## src/rtl/pdt_pkg.sv

```systemverilog
`timescale 1ns/1ps
package pdt_pkg;
   localparam int SEL_W = 2;

   typedef enum logic [SEL_W-1:0] {
      SEL_PRE_INIT = 2'd0,
      SEL_CNT_INIT = 2'd1,
      SEL_CMD      = 2'd2,
      SEL_MODE     = 2'd3
   } reg_sel_e;

   typedef enum logic [1:0] {
      OP_HALT   = 2'd0,
      OP_RESUME = 2'd1,
      OP_RELOAD = 2'd2,
      OP_NONE   = 2'd3
   } op_code_e;

   typedef struct packed {
      logic halt;
      logic resume;
      logic reload;
   } op_strobe_t;
endpackage

```

## src/rtl/pdt_regs.sv

```systemverilog
`timescale 1ns/1ps
module pdt_regs
   import pdt_pkg::*;
#(
   parameter int PRE_W  = 6,
   parameter int CNT_W  = 8,
   parameter int DATA_W = 8
) (
   input  logic              clk,
   input  logic              rst_n,
   input  logic              wr_en,
   input  logic [SEL_W-1:0]  wr_addr,
   input  logic [DATA_W-1:0] wr_data,
   output logic [PRE_W-1:0]  pre_init,
   output logic [CNT_W-1:0]  cnt_init,
   output logic              cont_mode,
   output logic              op_wr,
   output op_strobe_t        op
);
   logic     sel_pre, sel_cnt, sel_mode;
   op_code_e code;

   assign sel_pre  = wr_en && (reg_sel_e'(wr_addr) == SEL_PRE_INIT);
   assign sel_cnt  = wr_en && (reg_sel_e'(wr_addr) == SEL_CNT_INIT);
   assign sel_mode = wr_en && (reg_sel_e'(wr_addr) == SEL_MODE);
   assign op_wr    = wr_en && (reg_sel_e'(wr_addr) == SEL_CMD);
   assign code     = op_code_e'(wr_data[1:0]);

   always_comb begin
      op        = '0;
      op.halt   = op_wr && (code == OP_HALT);
      op.resume = op_wr && (code == OP_RESUME);
      op.reload = op_wr && (code == OP_RELOAD);
   end

   always_ff @(posedge clk) begin
      if (!rst_n) begin
         pre_init  <= '0;
         cnt_init  <= '0;
         cont_mode <= 1'b0;
      end else begin
         if (sel_pre)  pre_init  <= wr_data[PRE_W-1:0];
         if (sel_cnt)  cnt_init  <= wr_data[CNT_W-1:0];
         if (sel_mode) cont_mode <= wr_data[0];
      end
   end
endmodule

```

## src/rtl/pdt_stage.sv

```systemverilog
`timescale 1ns/1ps
module pdt_stage #(
   parameter int W = 8
) (
   input  logic         clk,
   input  logic         rst_n,
   input  logic         load,
   input  logic [W-1:0] load_val,
   input  logic         step,
   input  logic [W-1:0] wrap_val,
   output logic [W-1:0] val,
   output logic         last
);
   localparam logic [W-1:0] ONE = W'(1);

   assign last = (val == ONE);

   always_ff @(posedge clk) begin
      if (!rst_n)     val <= '0;
      else if (load)  val <= load_val;
      else if (step)  val <= last ? wrap_val : val - ONE;
   end
endmodule

```

## src/rtl/pdt_ctrl.sv

```systemverilog
`timescale 1ns/1ps
module pdt_ctrl
   import pdt_pkg::*;
#(
   parameter bit TOUT_TOGGLE = 1'b1
) (
   input  logic       clk,
   input  logic       rst_n,
   input  op_strobe_t op,
   input  logic       op_wr,
   input  logic       cnt_en,
   input  logic       cont_mode,
   input  logic       pre_last,
   input  logic       cnt_last,
   output logic       tick,
   output logic       cnt_step,
   output logic       tc_q,
   output logic       tout
);
   logic run_q;
   logic expire;

   assign tick     = run_q && cnt_en && !op_wr;
   assign cnt_step = tick && pre_last;
   assign expire   = cnt_step && cnt_last;

   always_ff @(posedge clk) begin
      if (!rst_n) begin
         run_q <= 1'b0;
         tc_q  <= 1'b0;
      end else begin
         tc_q <= expire;
         if (op.halt)                     run_q <= 1'b0;
         else if (op.resume || op.reload) run_q <= 1'b1;
         else if (expire && !cont_mode)   run_q <= 1'b0;
      end
   end

   generate
      if (TOUT_TOGGLE) begin : g_tout_toggle
         logic tout_q;
         always_ff @(posedge clk) begin
            if (!rst_n)      tout_q <= 1'b0;
            else if (expire) tout_q <= !tout_q;
         end
         assign tout = tout_q;
      end else begin : g_tout_pulse
         assign tout = tc_q;
      end
   endgenerate
endmodule

```

## src/rtl/pdt_timer.sv

```systemverilog
`timescale 1ns/1ps
module pdt_timer
   import pdt_pkg::*;
#(
   parameter int PRE_W       = 6,
   parameter int CNT_W       = 8,
   parameter int DATA_W      = 8,
   parameter bit TOUT_TOGGLE = 1'b1
) (
   input  logic              clk,
   input  logic              rst_n,
   input  logic              wr_en,
   input  logic [SEL_W-1:0]  wr_addr,
   input  logic [DATA_W-1:0] wr_data,
   input  logic              cnt_en,
   output logic [CNT_W-1:0]  cur_count,
   output logic              irq,
   output logic              tc_pulse,
   output logic              tout
);
   generate
      if (PRE_W < 1 || PRE_W > DATA_W) begin : g_bad_pre_w
         $error("pdt_timer: PRE_W must be within 1..DATA_W");
      end
      if (CNT_W < 2 || CNT_W > DATA_W) begin : g_bad_cnt_w
         $error("pdt_timer: CNT_W must be within 2..DATA_W");
      end
   endgenerate

   logic [PRE_W-1:0] pre_init, pre_val;
   logic [CNT_W-1:0] cnt_init, cnt_wrap;
   logic             cont_mode, op_wr, pre_last, cnt_last;
   logic             tick, cnt_step, tc_q;
   op_strobe_t       op;

   pdt_regs #(.PRE_W(PRE_W), .CNT_W(CNT_W), .DATA_W(DATA_W)) regs_i (
      .clk(clk), .rst_n(rst_n), .wr_en(wr_en), .wr_addr(wr_addr),
      .wr_data(wr_data), .pre_init(pre_init), .cnt_init(cnt_init),
      .cont_mode(cont_mode), .op_wr(op_wr), .op(op)
   );

   pdt_stage #(.W(PRE_W)) pre_i (
      .clk(clk), .rst_n(rst_n), .load(op.reload), .load_val(pre_init),
      .step(tick), .wrap_val(pre_init), .val(pre_val), .last(pre_last)
   );

   assign cnt_wrap = cont_mode ? cnt_init : '0;

   pdt_stage #(.W(CNT_W)) cnt_i (
      .clk(clk), .rst_n(rst_n), .load(op.reload), .load_val(cnt_init),
      .step(cnt_step), .wrap_val(cnt_wrap), .val(cur_count), .last(cnt_last)
   );

   pdt_ctrl #(.TOUT_TOGGLE(TOUT_TOGGLE)) ctrl_i (
      .clk(clk), .rst_n(rst_n), .op(op), .op_wr(op_wr), .cnt_en(cnt_en),
      .cont_mode(cont_mode), .pre_last(pre_last), .cnt_last(cnt_last),
      .tick(tick), .cnt_step(cnt_step), .tc_q(tc_q), .tout(tout)
   );

   assign irq      = tc_q;
   assign tc_pulse = tc_q;
endmodule

```

## config.mk

```make
export PLATFORM = sky130hd
export DESIGN_NAME = pdt_timer
export DESIGN_NICKNAME = d
export VERILOG_FILES = /design/src/rtl/pdt_pkg.sv /design/src/rtl/pdt_regs.sv /design/src/rtl/pdt_stage.sv /design/src/rtl/pdt_ctrl.sv /design/src/rtl/pdt_timer.sv
export SDC_FILE = /design/constraint.sdc
export NUM_CORES = 1
export LEC_CHECK = 0
export BUFFER_PORTS_ARGS = -buffer_cell sky130_fd_sc_hd__buf_4
export CAP_MARGIN = 20
export CORE_UTILIZATION = 30
export CTS_CLUSTER_SIZE = 40
export DETAILED_ROUTE_END_ITERATION = 8
export GPL_TIMING_DRIVEN = 0
export PLACE_DENSITY = 0.55
export SLEW_MARGIN = 30
export SYNTH_ARGS = -nofsm -noshare
export SYNTH_HDL_FRONTEND = slang
export SYNTH_SLANG_ARGS = --single-unit
export TNS_END_PERCENT = 30
```

## constraint.sdc

```tcl
create_clock -name clk -period 1.65 [get_ports clk]
set_clock_uncertainty 0.15 [all_clocks]
set_input_delay 0.33 -clock clk [delete_from_list [all_inputs] [get_ports clk]]
set_output_delay 0.33 -clock clk [all_outputs]
set_load 0.02 [all_outputs]
```

==> results.toml, run 1 <==
[layout]
drive_above_1_share = 0.320
multi_input_area_um2 = 1090
nets = 258
area_growth_pct = 33.4
finalInstanceArea_um2 = 2310
utilization = 0.417
seq_area_um2 = 653
fillers = 570
final_cells = 313
antennaDiodeCount = 0

[drt]
postRouteAntennaNets = 0
first_pass_iters = 4
routed_wirelength_um = 4720
drt-vias-per-instance = 5.27
drt_iter0_drc = 104
num_vias = 1650
drc_errors = 0
wl_per_cell_um = 15.1

[global_routing]
grtUsageMet1 = 0.230
grt_pass1_wl_um = 7850
grt.overflow.total = 0
top_usage_layer = "met2"
grt_pass1_vias = 1565
grtUsageMet2 = 0.249
grt_usage = 0.166
grt_max_degree = 12
met3_usage = 0.0494
grt_antenna_before_repair = 0

[floorplan]
initial_core_util = 0.313
io_pins = 25
fp-row-count = 27
coreArea_um2 = 5540
die_w_um = 78
die_h_um = 78
die_area_um2 = 6080

[pwr]
p_leak_nw = 0.992
intPower_w = 0.00137
switching_share = 0.261
clock_power_share = 0.413
seqPwrFrac = 0.444
p_total_w = 0.00185
power_density_nw_per_um2 = 801
ir_worst_vdd_v = 0.000407
p_sw_w = 0.000484
p_comb_frac = 0.142

[logic_synthesis]
async_flop_share = 0
synth_area_leaders = "dfxtp_1 (37%), mux2i_1 (9.8%), nor2_1 (5.6%)"
yosys.area.top_type = "dfxtp_1"
synth_nets = 215
synth_cell_type_count = 50
synthFlopType = "dfxtp_1"
ys_seq_area_frac = 0.370
netlist_top_cells_count = "dfxtp_1 (32), nor2_1 (26), mux2i_1 (17)"
syn-cell-area_um2 = 1730
synth_most_common_cell = "dfxtp_1"
synthCells = 197
ys_ff_latch = 32
synth_edf_count = 0
yosys_warnings = 0
synth.top_cell.area_share = 0.370
synth.avg_cell_area_um2 = 8.80

[status]
status = "finished with violations"
failed_checks = "negative setup slack"

[worst_setup_path]
worst-setup-path-type = "reg2reg"
reg2reg_slack_ns = -0.19
worst-path-max-fanout = 7
required_ns = 1.71
worstSetupEndpointType = "flop"
cp.arrival_ns = 1.89
critPathLaunchType = "flop"

[timing]
finalCriticalPeriod_ns = 1.84
drv_slew = 0
max_freq_ghz = 0.544
worst_slew_pin_slew_ns = 0.627
relSlewSlack = 0.580
hold_slack_ns = 0.113
finalCritPeriodShare = 1.11
grt_setup_unrepaired = "yes"
fin_ws_ns = -0.187
setup_viol_count_final = 12
finalHoldViolations = 0

[clock_tree]
cts_buffer_depth = 2
cts_root_buf = "clkbuf_8"
clkSlewWorstSetupHoldPaths_ns = 0.07
cts_tree = "yes"
h-tree-depth = 2
insertion_delay_ns = 0.29
cts_buffers = 5
cts_hold_buf = 0
cts_sinks = 32

[worst_hold_path]
hp-class = "in2reg"

[place]
place_hpwl_um = 3290
gp_congestion = 0.788
dp.cells = 292
port_buffers = 23
place_area_um2 = 2030

[flow_run]
max-cap-violations = 0
power groups by stage:
stage                     Clock [W]  Combinational (W)  Sequential, W
after global placement            0           0.000221       0.000839
after detailed placement          0           0.000222       0.000839
after global routing       0.000813           0.000290       0.000826
after CTS                  0.000776           0.000249       0.000821
final                      0.000765           0.000263       0.000822
after floorplan                   0           0.000146       0.000836
cells in the final DEF (no fill, tap or decap), types with 2 or more instances in the layout:
cell,instances
nand4_1,3
dfxtp_2,4
a32oi_1,2
o21ai_1,4
clkbuf_1,4
buf_4,38
nand3_1,2
a311oi_2,2
o21a_1,3
clkbuf_8,5
nor4_2,2
a222oi_1,2
mux2i_1,17
o211ai_1,3
buf_2,2
o22ai_1,2
o21ai_0,6
a31oi_1,2
o2111ai_1,2
and2_1,3
nor3_1,7
nor3b_1,2
a21oi_1,7
inv_1,7
or3_1,2
dfxtp_4,2
a22oi_1,4
o32ai_1,2
nand2_1,14
nor2_1,25
a22oi_2,2
ha_4,2
dfxtp_1,26
a211oi_1,3
worst max-delay path, cell delays in order (launching register included):
cell and delay (ns):
dfxtp_1 0.38, nor3_1 0.49, a32o_2 0.37, nand2_1 0.12
a311oi_2 0.24
state kept, by name, indices dropped and copies added (netlist names):
register and flops:
ctrl_i.tout 1, regs_i.cont_mode 1, cnt_i.val 8, regs_i.cnt_init 8, ctrl_i.run_q 1, ctrl_i.tc_q 1, regs_i.pre_init 6, pre_i.val 6
layout make-up:
| type | instances | area share |
|---|---|---|
| Buffer | 10 | 0.0238 |
| Clock buffer | 5 | 0.0298 |
| Clock inverter | 3 | 0.0184 |
| Inverter | 10 | 0.0195 |
| Multi-Input combinational cell | 145 | 0.470 |
| Sequential cell | 32 | 0.283 |
| Tap cell | 72 | 0.0390 |
| Timing Repair Buffer | 36 | 0.117 |
through the flow:
stage / TNS (ns) / worst slack, ns
global route: -2.92 / -0.288
CTS: -1.26 / -0.166
finish: -1.59 / -0.187
detailed placement: -5.11 / -0.427
floorplan: -0.102 / -0.0307
global placement: -5.37 / -0.458
what timing repair did:
item                                    in CTS  in global routing
endpoints found under the setup margin      16                 16
gates resized for setup                      6                 11
cloned                                       0                  0
endpoints found under the hold margin        0                  0
buffers inserted                             9                  4
pin swaps                                   11                 10
logic make-up (layout without fill, tap and decap cells):
kind of cell / count (synthesis) / count (layout) / synth area share
AOI/OAI and AO/OA: 50 / 50 / 0.202
and+or+nand+nor: 74 / 74 / 0.248
adders and majority gates: 4 / 4 / 0.0289
DFF: 32 / 32 / 0.370
muxes: 17 / 17 / 0.0982
buffers and inverters: 20 / 64 / 0.0534
metal layers:
metal | wire [um] | part of all wire
met1 | 2440 | 0.52
met2 | 2000 | 0.42
met3 | 239 | 0.051
met4 | 32 | 0.0068
met5 | 0 | 0
worst paths after layout:
check | end | cells past startpoint | from
setup / recovery | cnt_i.val[6] | 4 | cnt_i.val[2]
hold / removal | regs_i.cnt_init[7] | 3 | wr_data[7]
setup reg to reg | cnt_i.val[6] | 4 | cnt_i.val[2]
hold reg to reg | pre_i.val[4] | 2 | regs_i.pre_init[4]
Note: power is estimated with default switching activity, not from simulation.
==> inputs of run 2 (changes only) <==
ABC_AREA = 1   (was not set)
CAP_MARGIN = not set   (was 20)
==> results.toml, run 2 <==
[status]
status = "finished clean"

[clock_tree]
insertion_delay_ns = 0.28
h-tree-depth = 2
cts_buffer_depth = 2
cts_tree = "yes"
cts_root_buf = "clkbuf_8"
cts_buffers = 5
clkSlewWorstSetupHoldPaths_ns = 0.07
cts_hold_buf = 0
post_cts_buffers = 0
cts_sinks = 32

[layout]
seq_area_um2 = 643
final_cell_mix = "nand2_1 (40), inv_1 (35), dfxtp_1 (30)"
antennaDiodeCount = 0
fillers = 632
area_growth_pct = 23.7
utilization = 0.390
drive_above_1_share = 0.225
nets = 303
final_common_cell = "nand2_1"
multi_input_area_um2 = 975
reg_top3 = "cnt_i.val: 8 flops, regs_i.cnt_init: 8 flops"

[drt]
drt_iter0_drc = 97
drt-vias-per-instance = 4.62
first_pass_iters = 4
drc_errors = 0
wl_per_cell_um = 12.0
routed_wirelength_um = 4290
postRouteAntennaNets = 0
num_vias = 1649

[global_routing]
grt_antenna_before_repair = 0
grtUsageMet2 = 0.246
grt_pass1_wl_um = 7470
grt_usage = 0.158
top_usage_layer = "met2"
met3_usage = 0.0384
grt.overflow.total = 0
grt_max_degree = 11
grt_pass1_vias = 1545
grtUsageMet1 = 0.216

[logic_synthesis]
synth_edf_count = 0
ys_ff_latch = 32
async_flop_share = 0
yosys_warnings = 0
synth_most_common_cell = "nand2_1"
synth_area_leaders = "dfxtp_1 (37%), nand2_1 (8.8%), o21ai_0 (7.7%)"
synth_cell_type_count = 27
synth_nets = 271
yosys.area.top_type = "dfxtp_1"
synth.avg_cell_area_um2 = 6.90
synthFlopType = "dfxtp_1"
netlist_top_cells_count = "nand2_1 (41), inv_1 (35), dfxtp_1 (32)"
synth.top_cell.area_share = 0.367
synthCells = 253
syn-cell-area_um2 = 1750
ys_seq_area_frac = 0.367

[floorplan]
io_pins = 25
die_w_um = 78.3
die_area_um2 = 6130
die_h_um = 78.3
coreArea_um2 = 5540
initial_core_util = 0.315
fp-row-count = 27

[pwr]
p_leak_nw = 1.01
power_density_nw_per_um2 = 810
ir_worst_vdd_v = 0.000342
p_total_w = 0.00175

[worst_setup_path]
worst-path-max-fanout = 10
critPathLaunchType = "flop"
worst-setup-path-type = "reg2reg"
worstSetupEndpointType = "flop"
ff2ff_path_depth = 8
required_ns = 1.68
cp.arrival_ns = 1.54

[timing]
finalCritPeriodShare = 0.919
drv_slew = 0
finalHoldViolations = 0
finalCriticalPeriod_ns = 1.52
fin_ws_ns = 0.134
relSlewSlack = 0.689
max_freq_ghz = 0.660
worst_slew_pin_slew_ns = 0.466
setup_viol_count_final = 0

[worst_hold_path]
hp-class = "in2reg"
min_path_cells = 3

[place]
pre_cts_ws_ns = 0.0506
port_buffers = 24
place_hpwl_um = 3140
gp_congestion = 0.863

[flow_run]
max-cap-violations = 0
==> run 2: area by class of cell <==
type,count,share of cell area
repair buffers,24,0.0835
plain buffers,5,0.0145
multi-input cells,179,0.452
clock buffers,7,0.0446
inverters,38,0.0661
well taps,72,0.0417
flip-flops and latches,32,0.298
==> run 2: per-layer routing <==
layer	share of wire	vias up
met5	0	-
met2	0.45	40
li1	-	882
met3	0.049	4
met4	0.011	0
met1	0.49	723
==> run 2: worst paths after layout <==
kind                      start                  to  slack, ns
min                  wr_data[6]  regs_i.cnt_init[6]       0.12
max reg2reg        pre_i.val[1]        cnt_i.val[1]       0.13
min reg2reg  regs_i.pre_init[4]  regs_i.pre_init[4]       0.31
max                pre_i.val[1]        cnt_i.val[1]       0.13
==> run 2: power breakdown <==
part           internal (W)  leakage, nW  switching, W
registers          0.000803        0.261     0.0000202
clock network      0.000372       0.0503      0.000304
logic             0.0000984        0.699      0.000150
==> run 2: kinds of logic (layout without fill, tap and decap cells) <==
kind of cell	count (synthesis)	in the layout	share of synthesized area
and+or+nand+nor	110	111	0.297
adders and majority gates	4	4	0.0287
buffers and inverters	43	74	0.0996
AOI/OAI and AO/OA	61	61	0.193
xor gates and xnor gates	3	3	0.0151
DFF	32	32	0.367
==> run 2: critical path, cell delays in order, from the launching register on <==
cell and delay (ns):
dfxtp_1 0.33, inv_1 0.08, ha_2 0.21, nand3_4 0.12, o21ai_2 0.19, buf_6 0.17
nand2_1 0.06, inv_1 0.06, a21oi_2 0.05
==> run 2: what timing repair did <==
action,in CTS,in global routing
setup endpoints to repair,0,10
hold endpoints to repair,0,0
resized for setup,0,10
==> run 2: through the flow <==
stage / area, um^2 / TNS [ns] / hold slack (ns) / instances
2_1_floorplan: 1750 / 0 / 0.280 / 253
3_3_place_gp: 2020 / 0 / 0.297 / 349
3_5_place_dp: 2020 / 0 / 0.306 / 349
4_1_cts: 2110 / 0 / 0.114 / 356
5_1_grt: 2160 / -0.00331 / 0.132 / 357
6_report: 2160 / 0 / 0.116 / 357
==> inputs of run 3 (changes only) <==
CORE_ASPECT_RATIO = 0.5   (was not set)
PLACE_DENSITY = not set   (was 0.55)
==> results.toml, run 3 (synthesis results as in run 2) <==
[worst_setup_path]
timing.critical_path.mode_cell = "nand3_1"
slowest_stage = "dfxtp_1"
r2r_end = "ctrl_i.tout"
required_ns = 1.66
worst-path-max-fanout = 4
worstSetupEndpointType = "flop"
r2r-start = "cnt_i.val[0]"
cp.arrival_ns = 1.55
reg2reg_slack_ns = 0.11
ff2ff_path_depth = 6
worst-setup-path-type = "reg2reg"
max_stage_delay_ns = 0.39
crit_chain = "ha_1, nand3_1, nor2_2, nand3_1, xor2_1, nor2_1"
critPathLaunchType = "flop"

[timing]
tns_ns = 0
finalHoldViolations = 0
relSlewSlack = 0.675
finalCriticalPeriod_ns = 1.54
max_freq_ghz = 0.648
grt_setup_unrepaired = "yes"
finalCritPeriodShare = 0.936
worst_slew_pin_slew_ns = 0.488
drv_slew = 0
hold_slack_ns = 0.141
setup_viol_count_final = 0

[worst_hold_path]
hp-class = "in2reg"
worstHoldStart = "wr_data[6]"
min_path_cells = 3
hold_end = "regs_i.cnt_init[6]"

[floorplan]
die_h_um = 55.9
die_w_um = 110
die_area_um2 = 6150
coreArea_um2 = 5540
initial_core_util = 0.315
fp-row-count = 19
io_pins = 25

[layout]
fillers = 589
area_growth_pct = 24.7
drive_above_1_share = 0.204
seq_area_um2 = 642
utilization = 0.393
final_cell_mix = "nand2_1 (41), inv_1 (35), dfxtp_1 (31)"
reg_top3 = "cnt_i.val: 8 flops, regs_i.cnt_init: 8 flops"
multi_input_area_um2 = 936
finalInstanceArea_um2 = 2180
final_common_cell = "nand2_1"
antennaDiodeCount = 0
nets = 302

[clock_tree]
clkSlewWorstSetupHoldPaths_ns = 0.05
cts_buffer_depth = 2
post_cts_buffers = 0
cts_buffers = 5
h-tree-depth = 2
cts_sinks = 32
cts_root_buf = "clkbuf_16"
cts_tree = "yes"
insertion_delay_ns = 0.28

[place]
port_buffers = 24
gp_congestion = 0.869
place_area_um2 = 2020
place_hpwl_um = 3110

[global_routing]
grt.overflow.total = 0
grt_usage = 0.146
grt_pass1_wl_um = 6890
grt_pass1_vias = 1519
grt_max_degree = 11
grt_antenna_before_repair = 0

[drt]
num_vias = 1714
drc_errors = 0
wl_per_cell_um = 11.2
wl_met3_um = 106
drt_iter0_drc = 50
drt-vias-per-instance = 4.80
first_pass_iters = 4
highest_layer = "met4"
routed_wirelength_um = 4000
postRouteAntennaNets = 0
met1_length_um = 2000
detailroute.wirelength.met2_um = 1860

[pwr]
p_leak_nw = 1.03
ir_worst_vdd_v = 0.000396
p_total_w = 0.00201
power_density_nw_per_um2 = 923

[status]
status = "finished clean"

[flow_run]
max-cap-violations = 0
[run 3: how the worst max path moves through the flow]
| stage | startpoint | end | slack [ns] | cells past startpoint |
|---|---|---|---|---|
| finish | cnt_i.val[0] | ctrl_i.tout | 0.11 | 6 |
| detailed placement | wr_data[0] | cnt_i.val[4] | 0.09 | 9 |
| global placement | wr_data[0] | cnt_i.val[4] | 0.09 | 9 |
| floorplan | cnt_i.val[0] | ctrl_i.tout | 0.13 | 6 |
| global route | cnt_i.val[0] | ctrl_i.tout | -0.04 | 6 |
| CTS | cnt_i.val[1] | ctrl_i.tout | 0.08 | 7 |
[run 3: final cells by class]
| type | instances | share of cell area |
|---|---|---|
| inverters | 38 | 0.0656 |
| well taps | 73 | 0.0420 |
| clock buffers | 7 | 0.0702 |
| flip-flops and latches | 32 | 0.295 |
| multi-input cells | 178 | 0.430 |
| plain buffers | 5 | 0.0144 |
| repair buffers | 24 | 0.0828 |
[run 3: power breakdown]
group          total [W]  internal (W)  switching [W]
combinational   0.000241     0.0000951       0.000146
clock           0.000943      0.000632       0.000311
sequential      0.000825      0.000805      0.0000201
[run 3: per-stage QoR]
| step | worst slack, ns | std cells |
|---|---|---|
| 2_1_floorplan | 0.126 | 253 |
| 3_3_place_gp | 0.0885 | 350 |
| 3_5_place_dp | 0.0892 | 350 |
| 4_1_cts | 0.0837 | 357 |
| 5_1_grt | -0.0378 | 357 |
| 6_report | 0.106 | 357 |
[run 3: layer usage]
metal	vias to the layer above	GRT usage
met1	802	0.196
li1	881	-
met2	26	0.226
met5	-	0
met3	5	0.0351
met4	0	0.0571
[run 3: timing repair]
action                                  in CTS  in global routing
hold endpoints to repair                     0                  0
resized for setup                            0                  2
hold buffers                                 0                  0
endpoints found under the setup margin       0                  6
[run 3: critical path: cells and delay by family, from the launching register on]
family        cells  cell delay, ns
flops             1            0.39
simple gates      4            0.56
fa+ha+maj         1            0.16
xor+xnor          1            0.16
